**src/rtl/seclvl_pkg.sv**
```systemverilog
package seclvl_pkg;

    localparam int LVL_W = 2;
    typedef logic [LVL_W-1:0] lvl_t;

    localparam lvl_t LVL_PERSO  = 2'd0;
    localparam lvl_t LVL_COMPAT = 2'd1;
    localparam lvl_t LVL_MIXED  = 2'd2;
    localparam lvl_t LVL_AES    = 2'd3;

    // key identifiers whose position the commit rule depends on
    localparam int KEY_CFG   = 0;
    localparam int KEY_MST   = 1;
    localparam int KEY_SW2   = 2;
    localparam int KEY_SW3   = 3;
    localparam int KEY_MANDATORY = 4;

    typedef struct packed {
        lvl_t lvl;
        logic rvld;
        logic rok;
    } ctl_t;

    function automatic lvl_t commit_target(input logic l3);
        return l3 ? LVL_AES : LVL_COMPAT;
    endfunction

endpackage

```
**src/rtl/seclvl_keyreg.sv**
```systemverilog
module seclvl_keyreg #(
    parameter int NUM_KEYS = 4,
    parameter int KEY_ID_W = 3
) (
    input  logic                clk,
    input  logic                rst_n,
    input  logic                wr_en,
    input  logic [KEY_ID_W-1:0] wr_id,
    output logic [NUM_KEYS-1:0] have
);
    logic [NUM_KEYS-1:0] have_d, have_q;

    always_comb begin
        for (int k = 0; k < NUM_KEYS; k++) begin
            have_d[k] = have_q[k] | (wr_en && (int'(wr_id) == k));
        end
    end

    always_ff @(posedge clk or negedge rst_n) begin
        if (!rst_n) have_q <= '0;
        else        have_q <= have_d;
    end

    assign have = have_q;
endmodule

```
**src/rtl/seclvl_judge.sv**
```systemverilog
module seclvl_judge
    import seclvl_pkg::*;
#(
    parameter int NUM_KEYS = 4
) (
    input  lvl_t                cur_lvl,
    input  logic                l3_card,
    input  logic [NUM_KEYS-1:0] have,
    input  logic                commit_req,
    input  logic                sw_ok,
    input  lvl_t                sw_lvl,
    output logic                any_req,
    output logic                accept,
    output lvl_t                nxt_lvl
);
    logic [NUM_KEYS-1:0] need;
    logic                keys_ok, commit_ok, switch_ok;
    lvl_t                c_tgt;

    // mandatory key set depends on the card variant
    genvar g;
    generate
        for (g = 0; g < NUM_KEYS; g++) begin : g_need
            if (g == KEY_CFG || g == KEY_MST) begin : g_always
                assign need[g] = 1'b1;
            end else if (g == KEY_SW2 || g == KEY_SW3) begin : g_l1only
                assign need[g] = ~l3_card;
            end else begin : g_opt
                assign need[g] = 1'b0;
            end
        end
    endgenerate

    always_comb begin
        c_tgt     = commit_target(l3_card);
        keys_ok   = ((have & need) == need);
        commit_ok = keys_ok && (c_tgt > cur_lvl);
        switch_ok = !l3_card && (cur_lvl != LVL_PERSO) &&
                    (sw_lvl >= LVL_MIXED) && (sw_lvl > cur_lvl);
        any_req   = commit_req | sw_ok;
        accept    = 1'b0;
        nxt_lvl   = cur_lvl;
        if (commit_req && sw_ok) begin
            accept = 1'b0;
        end else if (commit_req) begin
            accept = commit_ok;
            if (commit_ok) nxt_lvl = c_tgt;
        end else if (sw_ok) begin
            accept = switch_ok;
            if (switch_ok) nxt_lvl = sw_lvl;
        end
    end
endmodule

```
**src/rtl/seclvl_protomap.sv**
```systemverilog
module seclvl_protomap
    import seclvl_pkg::*;
(
    input  lvl_t lvl,
    output logic legacy_en,
    output logic block_en,
    output logic blk_keyupd_en,
    output logic blk_full_en
);
    always_comb begin
        block_en = 1'b1;
        unique case (lvl)
            LVL_PERSO:  begin legacy_en = 1'b1; blk_keyupd_en = 1'b1; blk_full_en = 1'b1; end
            LVL_COMPAT: begin legacy_en = 1'b1; blk_keyupd_en = 1'b0; blk_full_en = 1'b0; end
            LVL_MIXED:  begin legacy_en = 1'b1; blk_keyupd_en = 1'b1; blk_full_en = 1'b0; end
            default:    begin legacy_en = 1'b0; blk_keyupd_en = 1'b1; blk_full_en = 1'b1; end
        endcase
    end
endmodule

```
**src/rtl/seclvl_ctrl.sv**
```systemverilog
module seclvl_ctrl
    import seclvl_pkg::*;
#(
    parameter int NUM_KEYS = 4,
    parameter int KEY_ID_W = 3
) (
    input  logic                clk,
    input  logic                rst_n,
    input  logic                l3_card,
    input  logic                key_wr_vld,
    input  logic [KEY_ID_W-1:0] key_wr_id,
    input  logic                commit_req,
    input  logic                sw_auth_ok,
    input  logic [1:0]          sw_auth_lvl,
    output logic [1:0]          level,
    output logic [NUM_KEYS-1:0] key_have,
    output logic                resp_vld,
    output logic                resp_ok,
    output logic                legacy_en,
    output logic                block_en,
    output logic                blk_keyupd_en,
    output logic                blk_full_en
);
    ctl_t ctl_d, ctl_q;
    logic any_req, accept;
    lvl_t nxt_lvl;

    seclvl_keyreg #(.NUM_KEYS(NUM_KEYS), .KEY_ID_W(KEY_ID_W)) u_keys (
        .clk   (clk),
        .rst_n (rst_n),
        .wr_en (key_wr_vld && (ctl_q.lvl == LVL_PERSO)),
        .wr_id (key_wr_id),
        .have  (key_have)
    );

    seclvl_judge #(.NUM_KEYS(NUM_KEYS)) u_judge (
        .cur_lvl    (ctl_q.lvl),
        .l3_card    (l3_card),
        .have       (key_have),
        .commit_req (commit_req),
        .sw_ok      (sw_auth_ok),
        .sw_lvl     (sw_auth_lvl),
        .any_req    (any_req),
        .accept     (accept),
        .nxt_lvl    (nxt_lvl)
    );

    always_comb begin
        ctl_d      = ctl_q;
        ctl_d.rvld = any_req;
        ctl_d.rok  = any_req && accept;
        if (any_req && accept) ctl_d.lvl = nxt_lvl;
    end

    always_ff @(posedge clk or negedge rst_n) begin
        if (!rst_n) ctl_q <= '{lvl: LVL_PERSO, rvld: 1'b0, rok: 1'b0};
        else        ctl_q <= ctl_d;
    end

    seclvl_protomap u_map (
        .lvl           (ctl_q.lvl),
        .legacy_en     (legacy_en),
        .block_en      (block_en),
        .blk_keyupd_en (blk_keyupd_en),
        .blk_full_en   (blk_full_en)
    );

    assign level    = ctl_q.lvl;
    assign resp_vld = ctl_q.rvld;
    assign resp_ok  = ctl_q.rok;
endmodule

```
**config.mk**
```make
export PLATFORM = sky130hd
export DESIGN_NAME = seclvl_ctrl
export DESIGN_NICKNAME = d
export VERILOG_FILES = /design/src/rtl/seclvl_pkg.sv /design/src/rtl/seclvl_keyreg.sv /design/src/rtl/seclvl_judge.sv /design/src/rtl/seclvl_protomap.sv /design/src/rtl/seclvl_ctrl.sv
export SDC_FILE = /design/constraint.sdc
export NUM_CORES = 1
export LEC_CHECK = 0
export ABC_AREA = 1
export BUFFER_PORTS_ARGS = -buffer_cell sky130_fd_sc_hd__buf_2
export CORE_AREA = 2 2 39 41
export CTS_BUF_LIST = sky130_fd_sc_hd__clkbuf_4
export DETAILED_ROUTE_END_ITERATION = 10
export DIE_AREA = 0 0 41 43
export MAX_ROUTING_LAYER = met4
export PLACE_DENSITY = 0.72
export SYNTH_ARGS = -nofsm -noshare
export SYNTH_HDL_FRONTEND = slang
export SYNTH_SLANG_ARGS = --single-unit
```
**constraint.sdc**
```tcl
create_clock -name clk -period 1.15 [get_ports clk]
set_input_delay 0.115 -clock clk [delete_from_list [all_inputs] [get_ports clk]]
set_output_delay 0.115 -clock clk [all_outputs]
set_load 0.02 [all_outputs]
```
# Yosys cells after proc, flatten, opt, wreduce, memory -nomap -nowiden
# Cells that the tools add are included.
[totals] reg_bits=8 input_bits=11 out_inout_bits=12 elab_cells=53
[op_classes] order_cmp=3 eq_ne=7 n_mux=11 bitwise_logic=8 n_reduce_logical=20
[op_table] op="1-bit logical AND" n=11
[op_table] op="2-bit 2-to-1 mux" n=5
[op_table] op="3-bit == test, second input constant" n=2
[op_table] op="1-bit 2-to-1 mux" n=6
[op_table] op="2-bit nonzero test" n=3
[op_table] op="1-bit bitwise OR" n=5
[op_table] op="5-bit AND reduction" n=1
[op_table] op="4-bit AND" n=1
[op_table] op="4-bit == test" n=1
[op_table] op="2-bit greater-than comparator" n=2
[op_table] op="3-bit by 2-bit == test with 1-bit output, second input constant" n=1
[op_table] op="3-bit zero test" n=1
[op_table] op="3-bit OR reduction" n=1
[op_table] op="2-bit by 1-bit == test with 1-bit output, second input constant" n=1
[op_table] op="2-bit == test, second input constant" n=1
[op_table] op="2-bit greater-or-equal comparator, second input constant" n=1
[op_table] op="2-bit zero test" n=1
[op_table] op="2-bit by 1-bit inequality test with 1-bit output, second input constant" n=1
[op_table] op="1-bit NOT" n=2
[op_table] op="2-bit OR reduction" n=1
[op_table] op="1-bit zero test" n=1

# Logic depth before layout (Yosys ltp)
[depth] depth_word=9 depth_mapped=9 depth_no_buf=9

# Modules after synthesis
# A second synthesis with hierarchy kept.
[hier_totals] cells_unflattened=92 hier_area_um2=606.8
[modules_own_cells] mod="seclvl_judge" instances=1 cells_per_inst=47 area_per_inst_um2=236.5 seq_area_each_um2=0.0
[modules_own_cells] mod="seclvl_keyreg" instances=1 cells_per_inst=23 area_per_inst_um2=176.4 seq_area_each_um2=100.1
[modules_own_cells] mod="seclvl_ctrl" instances=1 cells_per_inst=15 area_per_inst_um2=146.4 seq_area_each_um2=100.1
[modules_own_cells] mod="seclvl_protomap" instances=1 cells_per_inst=7 area_per_inst_um2=47.5 seq_area_each_um2=0.0

# Worst setup path before layout
# OpenSTA, ideal clock, no wires.
[synth_path] kind="register to register" from="register ctl_q (netlist bit level[1])" to="register ctl_q (netlist bit level[0])" setup_ns=0.125 arrival_ns=1.267 t_required_ns=1.025 path_slack_ns=-0.242 stages_incl_launch_ff=9 n_path_buf=0 synth_period_minus_slack_ns=1.392 cell_sequence="dfrtp_1 inv_1 ha_1 nand2_1 inv_2 nor2_4 nand3_2 nand2_1 nand3_1"
[synth_via] elab_chain_cells=9 word_cells_on_any_way=14 cone_classes="order compare (2); eq/ne (1); mux (3); reduce/logical (8)"
[synth_lines] item="start: declaration" line="seclvl_ctrl.sv:24" source="ctl_t ctl_d, ctl_q;"
[synth_lines] item="start signal: assignment" line="seclvl_ctrl.sv:56" source="if (!rst_n) ctl_q <= '{lvl: LVL_PERSO, rvld: 1'b0, rok: 1'b0};"
[synth_lines] item="start signal: assignment" line="seclvl_ctrl.sv:57" source="else ctl_q <= ctl_d;"
[synth_lines] item="2-bit nonzero test" line="seclvl_judge.sv:38" source="switch_ok = !l3_card && (cur_lvl != LVL_PERSO) &&"
[synth_lines] item="1-bit logical AND (2 in a row)" line="seclvl_judge.sv:38"
[synth_lines] item="1-bit logical AND" line="seclvl_judge.sv:39" source="(sw_lvl >= LVL_MIXED) && (sw_lvl > cur_lvl);"
[synth_lines] item="1-bit 2-to-1 mux" line="seclvl_judge.sv:48" source="end else if (sw_ok) begin"
[synth_lines] item="1-bit 2-to-1 mux" line="seclvl_judge.sv:45" source="end else if (commit_req) begin"
[synth_lines] item="1-bit 2-to-1 mux" line="seclvl_judge.sv:43" source="if (commit_req && sw_ok) begin"
[synth_lines] item="1-bit logical AND" line="seclvl_ctrl.sv:52" source="if (any_req && accept) ctl_d.lvl = nxt_lvl;"
[synth_lines] item="5-bit AND reduction (no line) (*)"
# Mark *: on every way between the ends. The rest lies on a longest branch, timed or not.
# A chain may end at the register's enable or synchronous reset.

==> flow_summary.yaml <==
floorplan:
  die_w_um: 41
  io_pins: 23
  row_count: 14
  design.core.area_sq_um: 1380
  start_util_pct: 39.0
  die_height_um: 43
  dieArea_sq_um: 1760
synthesis:
  syn_inst: 66
  mappedNetlistNets: 83
  synth_sequential_area_ratio_pct: 37.1
  syn_area_per_cell_sq_um: 8.17
  mapped_cell_area_sq_um: 539
  synth-seq-cells: 8
  number_of_library_cell_types_mapped_by_synthesis: 18
  synthesis.yosys.warnings: 0
clock_network:
  clock_pin_transition_on_the_worst_setup_and_hold_timing_paths_ps: 70
  cts_inserted_buffers: 3
  clock_tree.htree_level_count: 1
  cts_tree: "built"
  clock-root-buffer: "clkbuf_4"
  cts.sinks: 8
  clock_tree.buffer_depth: 2
  clkLatencyLatePin_ps: 260
worst_setup_path:
  worst_path_largest_cell_delay_ps: 430
  timing.rr.end: "level[1]"
  critical_path_required_ps: 1300
  endpoint_kind: "flop"
  timing.reg2reg.worst_path_depth: 9
  worstPathArrival_ps: 1460
  r2r-start: "level[0]"
  timing.critical_path.slowest_stage_cell: "dfrtp_2"
  cp-start-kind: "flop"
  setup.reg_to_reg.worst_slack_ps: -160
  critical_path_cell_sequence: "buf_6 -> ha_4 -> nand2_2 -> inv_2 -> nor2_4 -> nand3_2 -> nand2_2 -> nand2_1 -> nand2_1"
  crit_path_max_fanout: 3
  criticalPathCategory: "flop to flop"
run_status:
  outcome: "finished with violations"
  violations_in_the_final_reports: "negative setup slack"
place:
  port_buffers: 21
  placed_cells: 107
  final_wtd_congestion: 0.789
  dp_hpwl_um: 930
timing:
  hold_slack_ps: 68.3
  layout_worst_path_cycle_share_pct: 114
  layout_min_cycle_time_ps: 1310
  timing.final.max_slew_violations: 0
  worst_slack_ps: -160
  unrepaired_setup_endpoints_after_global_routing: "true"
  max_clock_freq_ghz: 0.764
  report.final.hold_viol_count: 0
  finalClockSkew_ps: 13.7
  final-setup-viol-count: 9
drt:
  drt_drc_violations_left: 0
  total_via_count_in_the_routed_design: 502
  post_drt_via_cell_ratio: 4.37
  drt_pass1_iterations: 4
  routed_wl_um: 1200
  ant_nets_after_route: 0
  drt_iter0_drc: 9
  post_drt_wl_per_cell_um: 10.5
grt:
  grt.overflow.total: 0
  first_global_vias: 478
  grt_antenna_before_repair: 0
  global_route.usage.total_pct: 15.9
  grt_pass1_wl_um: 1910
  grt_start_max_net_pins: 9
layout:
  num-fill-cells: 119
  proportion_of_layout_cells_with_a_drive_suffix_above_1_pct: 63.6
  commonest_cells_after_routing_fill_and_taps_aside: "buf_2 (17), nand2_1 (13), buf_6 (10)"
  area_delta_synth_final_pct: 66.8
  finish.net_count: 117
  instances_no_fill: 115
  final_common_cell: "buf_2"
  antenna_cells_inserted: 0
power:
  vdd_ir_drop_max_v: 0.00122
  leakage_nw: 0.453
  powerDensity_nw_per_um2: 2380
min_path:
  holdCritPathClass: "primary input to flop"
  min-delay-start: "sw_auth_ok"
  timing.hold.worst_path_depth: 3
  worst_hold_path.endpoint: "resp_vld"
run:
  max_cap_violations: 0
[routing by layer]
metal  part of all wire (%)  wire [um]  GRT usage [%]  up-vias
li1                       -          -              -      263
met1                     46        549           20.1      224
met2                     49        594           25.9       15
met3                    4.8         58              0        0
met4                      0          0           6.00        0
met5                      0          0              -        -
[per-stage QoR]
step	worst slack [ps]	power, mW	utilization [%]	cell area (sq um)	setup TNS [ps]
6_report	-160	2.14	65.0	900	-752
5_1_grt	-237	2.32	65.0	900	-1420
4_1_cts	-147	2.11	63.7	881	-801
3_5_place_dp	-93.9	1.49	53.8	744	-230
3_3_place_gp	-94.9	1.47	53.8	744	-231
2_1_floorplan	-103	1.10	-	589	-197
[cell families after synthesis]
| family | count (synthesis) | synth area share [%] |
|---|---|---|
| AO/OA/AOI/OAI | 5 | 6.50 |
| AND/OR/NAND/NOR | 29 | 29.2 |
| buffers and inverters | 17 | 12.5 |
| flip-flops | 8 | 37.1 |
| adder cells (fa/ha/maj) | 6 | 13.9 |
| other | 1 | 0.695 |
[worst max path at each step]
stage | start | endpoint | slack, ps | cells after the start
4_1_cts | level[0] | level[0] | -150 | 8
5_1_grt | level[0] | level[1] | -240 | 9
6_report | level[0] | level[1] | -160 | 9
2_1_floorplan | level[1] | level[0] | -100 | 8
3_5_place_dp | level[1] | level[0] | -90 | 8
3_3_place_gp | level[1] | level[0] | -90 | 8
[critical path: cells and delay by family, from the launching register on]
| kind | cells | cell delay [ps] |
|---|---|---|
| flops | 1 | 430 |
| simple gates | 6 | 320 |
| fa+ha+maj | 1 | 250 |
| buf+inv | 2 | 190 |
[synthesized netlist by cell type]
master | number | area, sq um
nand2_1 | 17 | 63.8
dfrtp_1 | 8 | 200
nand2_2 | 1 | 6.26
nor2_1 | 1 | 3.75
nor2_4 | 2 | 22.5
nand3_2 | 2 | 20.0
buf_4 | 1 | 7.51
nand4_1 | 1 | 6.26
o21ai_0 | 1 | 5.00
ha_1 | 6 | 75.1
nand3_1 | 2 | 10.0
conb_1 | 1 | 3.75
nand3b_1 | 1 | 7.51
inv_1 | 11 | 41.3
nand2_4 | 1 | 11.3
o21bai_1 | 4 | 30.0
nor2_2 | 1 | 6.26
inv_2 | 5 | 18.8
[layout make-up]
class	count	area, sq um	area share (%)
Clock buffer	4	30.0	3.34
Inverter	16	62.6	6.95
Timing Repair Buffer	30	223	24.8
Sequential cell	8	203	22.5
Multi-Input combinational cell	41	362	40.2
Tap cell	16	20.0	2.23
[sequential cells by signal, indices dropped and copies added (netlist names)]
name	count
u_keys.have	4
level	2
resp_ok	1
resp_vld	1
[power breakdown]
part           total, mW  internal [mW]  leakage, nW  switching, mW
Sequential         0.446          0.373       0.0859         0.0729
Clock              0.261          0.157       0.0184          0.104
Combinational       1.43          0.716        0.348          0.716
Total               2.14           1.25        0.453          0.893
[what timing repair did]
item                                   in CTS  in global routing
setup endpoints to repair                   9                 11
gates resized for setup                    23                  3
setup buffers                               2                  1
hold buffers                                1                  0
cloned                                      0                  0
pin swaps                                   5                  2
endpoints found under the hold margin       8                  0
No activity file was read; power rests on OpenSTA's default activity.
